**config.mk**
```make
export PLATFORM = sky130hd
export DESIGN_NAME = cmd_handshake_ctrl
export DESIGN_NICKNAME = d
export VERILOG_FILES = /design/src/rtl/cmd_handshake_ctrl.sv
export SDC_FILE = /design/constraint.sdc
export NUM_CORES = 1
export LEC_CHECK = 0
export ABC_AREA = 0
export BUFFER_PORTS_ARGS = -buffer_cell sky130_fd_sc_hd__buf_4
export CORE_MARGIN = 3
export CORE_UTILIZATION = 40
export CTS_CLUSTER_DIAMETER = 30
export DETAILED_ROUTE_END_ITERATION = 16
export PLACE_DENSITY = 0.8
export SYNTH_ARGS = -nofsm -noshare
export SYNTH_HDL_FRONTEND = slang
export SYNTH_SLANG_ARGS = --single-unit
```
**constraint.sdc**
```tcl
create_clock -name clk -period 1.1 [get_ports clk]
set_input_delay 0.275 -clock clk [delete_from_list [all_inputs] [get_ports clk]]
set_output_delay 0.275 -clock clk [all_outputs]
set_load 0.03 [all_outputs]
```
**src/rtl/cmd_handshake_ctrl.sv**
```systemverilog
module cmd_handshake_ctrl #(
  parameter int DW = 8,
  parameter int AW = 2
) (
  input  logic          clk,
  input  logic          rst_n,
  input  logic [AW-1:0] bus_addr,
  input  logic          bus_wr,
  input  logic [DW-1:0] bus_wdata,
  output logic [DW-1:0] bus_rdata,
  output logic          out_req,
  output logic [DW-1:0] out_data,
  input  logic          out_ack
);

  localparam logic [AW-1:0] A_STAT = AW'(0);
  localparam logic [AW-1:0] A_CTRL = AW'(1);
  localparam logic [AW-1:0] A_DATA = AW'(2);
  localparam int PAD = DW - 2;

  typedef enum logic [1:0] {S_IDLE, S_DECODE, S_XFER} state_t;
  state_t state;

  logic busy_q, err_q, rdy_q, wr_q;
  logic [DW-1:0] dout_q;

  wire locked  = busy_q | rdy_q;
  wire wr_stat = bus_wr && bus_addr == A_STAT;
  wire wr_ctrl = bus_wr && bus_addr == A_CTRL;
  wire wr_data = bus_wr && bus_addr == A_DATA;
  wire finish  = (state == S_DECODE && !wr_q) || (state == S_XFER && out_ack);

  always_ff @(posedge clk) begin
    if (!rst_n) begin
      state  <= S_IDLE;
      busy_q <= 1'b0;
      err_q  <= 1'b0;
      rdy_q  <= 1'b0;
      wr_q   <= 1'b0;
      dout_q <= '0;
    end else begin
      if (wr_stat && bus_wdata[1]) err_q <= 1'b0;
      if ((wr_ctrl || wr_data) && locked) err_q <= 1'b1;
      if (wr_ctrl && !locked) {wr_q, rdy_q} <= bus_wdata[1:0];
      if (wr_data && !locked) dout_q <= bus_wdata;
      case (state)
        S_IDLE:   if (rdy_q) begin busy_q <= 1'b1; state <= S_DECODE; end
        S_DECODE: if (wr_q) state <= S_XFER;
        default:  ;
      endcase
      if (finish) begin
        busy_q <= 1'b0;
        rdy_q  <= 1'b0;
        wr_q   <= 1'b0;
        state  <= S_IDLE;
      end
    end
  end

  always_comb begin
    case (bus_addr)
      A_STAT:  bus_rdata = {{PAD{1'b0}}, err_q, busy_q};
      A_CTRL:  bus_rdata = {{PAD{1'b0}}, wr_q, rdy_q};
      A_DATA:  bus_rdata = dout_q;
      default: bus_rdata = '0;
    endcase
  end

  assign out_req  = (state == S_XFER);
  assign out_data = dout_q;

  a_r3_busy_needs_cmd: assert property (@(posedge clk) disable iff (!rst_n)
    $rose(busy_q) |-> rdy_q);
  a_r4_req_under_busy: assert property (@(posedge clk) disable iff (!rst_n)
    out_req |-> busy_q);
  a_r5_hold_until_ack: assert property (@(posedge clk) disable iff (!rst_n)
    (out_req && !out_ack) |=> (out_req && $stable(out_data)));
  a_r5_free_together: assert property (@(posedge clk) disable iff (!rst_n)
    $fell(busy_q) |-> (!rdy_q && !wr_q && !out_req));
  a_r6_read_no_req: assert property (@(posedge clk) disable iff (!rst_n)
    (state == S_DECODE && !wr_q) |=> (!out_req && !busy_q));
  a_r7_locked_write: assert property (@(posedge clk) disable iff (!rst_n)
    (wr_data && locked) |=> ($stable(dout_q) && err_q));

endmodule

```
Yosys cells after proc, flatten, opt, wreduce, memory -nomap -nowiden
Index checks and enable logic that the tools add are counted.
{"block": "totals", "latch_bits": 0, "regBits": 14, "word_cells": 40, "output_inout_bits": 17, "in_bits": 14, "memories": 0, "romBits": 0, "ram_bits": 0}
{"block": "op_classes", "div_mod_pow": 0, "addsub": 0, "mux": 6, "n_mul": 0, "eq_ne": 6, "n_lt_le_gt_ge": 0, "bitwise": 2, "reduce_logical": 20, "shift": 0}
{"operator": "8-bit one-hot mux with 3 select lines", "count": 1}
{"operator": "1-bit logical AND", "count": 9}
{"operator": "2-bit by 1-bit equality test with 1-bit output (second input constant)", "count": 2}
{"operator": "2-bit equality test (second input constant)", "count": 2}
{"operator": "2-bit logical NOT", "count": 2}
{"operator": "2-bit 2-to-1 mux", "count": 2}
{"operator": "2-bit != test (second input constant)", "count": 2}
{"operator": "2-bit one-hot mux with 2 select lines", "count": 1}
{"operator": "2-bit nonzero test", "count": 2}
{"operator": "3-bit AND reduction", "count": 1}
{"operator": "1-bit logical NOT", "count": 2}
{"operator": "1-bit logical OR", "count": 2}
{"operator": "1-bit 2-to-1 mux", "count": 2}
{"operator": "2-bit AND reduction", "count": 1}
{"operator": "2-bit OR reduction", "count": 1}
{"operator": "1-bit NOT", "count": 1}
{"operator": "1-bit OR", "count": 1}

Depth between registers and ports, before layout
{"block": "logic_depth", "depth_word": 5, "ltp_mapped": 5, "ltp_nobuf": 3}

Worst setup path before layout
OpenSTA, ideal clock, no wires.
{"block": "synth_path", "path_kind": "register -> output", "from": "register dout_q[1] (netlist: out_data[1])", "to": "output bus_rdata[1]", "stages_incl_launch_ff": 3, "path_slack_ns": -0.502, "t_arrival_ns": 1.327, "t_required_ns": 0.825, "path_buffers": 0, "path_cell_list": "dfxtp_1 mux2i_1 o21ai_0"}
{"block": "synth_between", "elab_chain_len": 1}
{"item": "start: declaration", "line": "25", "rtl": "logic [DW-1:0] dout_q;"}
{"item": "start signal: assignment", "line": "45", "rtl": "if (wr_data && !locked) dout_q <= bus_wdata;"}
{"item": "8-bit one-hot mux with 3 select lines", "line": "61", "rtl": "case (bus_addr)"}
{"item": "end: declaration", "line": "10", "rtl": "output logic [DW-1:0] bus_rdata,"}
Every way passes these cells.

Final worst setup path
{"block": "layout_path", "from": "register busy_q", "to": "register dout_q[1] (netlist: out_data[1])"}
{"block": "layout_between", "elab_chain_len": 3}
{"item": "start: declaration", "line": "24", "rtl": "logic busy_q, err_q, rdy_q, wr_q;"}
{"item": "start signal: assignment", "line": "36", "rtl": "busy_q <= 1'b0;"}
{"item": "start signal: assignment", "line": "47", "rtl": "S_IDLE: if (rdy_q) begin busy_q <= 1'b1; state <= S_DECODE; end"}
{"item": "start signal: assignment", "line": "52", "rtl": "busy_q <= 1'b0;"}
{"item": "1-bit OR", "line": "27", "rtl": "wire locked = busy_q | rdy_q;"}
{"item": "1-bit logical NOT", "line": "45"}
{"item": "1-bit logical AND", "line": "45"}
Every way passes these cells.
A chain may end at the register's enable or synchronous reset.

==> results.cfg <==
[run_status]
outcome = finished, violations left
violations = negative setup slack

[routing]
vias = 848
drt-wirelength-per-cell_um = 17.2
wirelength_um = 2560
antenna_left = 0
drtIter0Drc = 18
drc_errors = 0
via_per_inst = 5.69
first_pass_iters = 4

[synthesis]
ys_seq_area_frac = 0.409
synth_nets = 94
synth_compound_area_frac = 0.228
yosysWarnings = 0
yosys.cell_types.count = 24
synth-simple-area-share = 0.243
synth-xor-area-share = 0
synth.area.top_cells = dfxtp_1 (41%), a21oi_1 (8.8%), nand3_1 (6.6%), buf_6 (6.6%), and2_1 (5.5%)
syn_avg_cell_area_um2 = 8.57
yosysTopAreaCellShare = 0.409
synth_cells = 80
synth_seq_cells = 14
synth.area.mux_share = 0.0292
syn_area_um2 = 686
synth_top_family_by_area = simple AND/OR/NAND/NOR gates
synth_fa_ha_area_frac = 0
synth_largest_area_cell = dfxtp_1

[place]
gp_congestion = 0.730
dp.cells = 135
io_buffers = 30
dp_hpwl_um = 1420

[sta]
finalHoldViolCount = 0
slew_violations = 0
period_needed_ns = 1.29
finalClockSkew_ns = 0.00140
min_period_over_period = 1.18
max_slew_margin = 0.630
setup_ws_ns = -0.193
tightest_slew_ns = 0.556
setup_viol = 21
rsz0062_at_grt = true
fmax_mhz = 773

[setup_path]
rr_worst_depth = 4
cp_max_fo = 8
cpPeakStageDelay_ns = 0.46
cp-end-kind = flop
crit_arrival_ns = 1.47
crit_family = simple AND/OR/NAND/NOR gates
cpMaxStageDelayCell = or3b_4
path_cells = buf_6 -> or3b_4 -> o21ai_2 -> a21oi_1
required_ns = 1.28
worst-setup-path-type = flop to flop
start_kind = flop
cp.depth = 4
cp_num_buf_inv = 1

[cells_and_area]
final_nets = 149
n_antenna_cell = 0
layout_common_cells = buf_4 (35), buf_6 (18), o21ai_2 (9), a21oi_1 (9), dfxtp_2 (9)
drive_gt1_frac = 0.737
final_cells = 149
syn_to_final_growth_pct = 89.1
layout_commonest_cell = buf_4

[pwr]
ir_drop_mv = 0.789
total_leakage_power_nw = 0.572
p_total_w = 0.00115
power_per_cell_area_nw_per_um2 = 889

[clock_network]
clock_latency_ns = 0.29
cts_tree = built
htreeDepth = 1
clk_pin_slew_worst_paths_ns = 0.08
cts_root_buffer = clkbuf_4
cts_hold_buffers = 0
clock_sinks = 14
numCtsBuffers = 3
clockBufferDepth = 2

[floorplan]
core_um2 = 1560
fp.dieH_um = 47.4
io_pins = 31
die_w_um = 47.4
row_count = 14
dieArea_um2 = 2250
start_util = 0.440

[grt]
grt_usage = 0.216
antenna_found_initial = 0
grt_pass1_vias = 746
grt_pass1_wl_um = 3290
grt_max_degree = 11
grt.overflow.total = 0

[min_path]
hold-path-cell-count = 3
hold_path.class = primary input to flop

[flow_run]
max-cap-violations = 0
[sequential cells by signal, indices dropped and copies added (netlist names)]
register and cells:
out_data 8, wr_q 1, rdy_q 1, busy_q 1, state 2, err_q 1
[worst register-to-register path, delay by kind of cell (launching register included)]
kind | cells | cell delay (ns)
AOI/OAI and AO/OA | 2 | 0.25
buffers and inverters | 1 | 0.12
DFF | 1 | 0.36
and+or+nand+nor | 1 | 0.46
[cell families after synthesis]
group	count (synthesis)
AOI/OAI and AO/OA	27
muxes	2
DFF	14
and+or+nand+nor	31
buffers and inverters	6
[Yosys cell counts]
master    instances
dfxtp_1          14
nand3_1           9
nor2_1            5
clkbuf_8          1
a21oi_1          12
nor2b_1           1
nor3b_1           1
nand2_1           5
and2b_4           1
o21ai_1           7
mux2i_1           2
or3b_1            1
nand2b_1          1
o21ai_0           2
inv_1             1
o31ai_1           1
o221ai_1          1
and2b_1           1
a21bo_2           1
buf_6             4
and2_1            6
a221o_1           1
a31oi_1           1
o21ai_2           1
[power by group]
| part | switching [W] | internal [W] |
|---|---|---|
| Combinational | 0.000155 | 0.000157 |
| Sequential | 0.0000169 | 0.000521 |
| Clock | 0.000174 | 0.000128 |
[path summary, 6_finish.rpt]
path | start | endpoint | slack, ns
max | busy_q | out_data[1] | -0.19
max reg2reg | busy_q | out_data[1] | -0.19
min reg2reg | out_data[4] | out_data[4] | 0.47
min | bus_wdata[0] | rdy_q | 0.24
[stage by stage]
stage	util	area [µm²]	setup TNS, ns	setup slack [ns]	hold WS [ns]
after global routing	0.831	1300	-3.26	-0.228	0.254
after CTS	0.745	1160	-2.34	-0.218	0.241
after floorplan	-	733	-0.360	-0.0415	0.412
final	0.831	1300	-2.55	-0.193	0.237
after detailed placement	0.655	1020	-2.43	-0.177	0.470
after global placement	0.655	1020	-2.22	-0.172	0.459
[per-layer routing]
metal,GRT usage,vias to the layer above,wire length (µm)
met4,0.116,0,68
met5,0,-,0
met1,0.274,413,981
met3,0.0268,9,136
met2,0.350,35,1380
li1,-,391,-
[timing repair]
action / 4_1_cts / 5_1_grt
hold endpoints to repair: 0 / 0
endpoints found under the setup margin: 17 / 25
buffers inserted: 4 / 6
resized for setup: 26 / 24
cloned: 1 / 0
pin swaps: 3 / 7
[final cells by class]
class                   count  area [µm²]
clock buffers               3        22.5
fillers                    90         263
inverters                   1        3.75
multi-input cells          61         467
flip-flops and latches     14         303
well taps                  16        20.0
repair buffers             54         480
(Power assumes the default switching activity.)
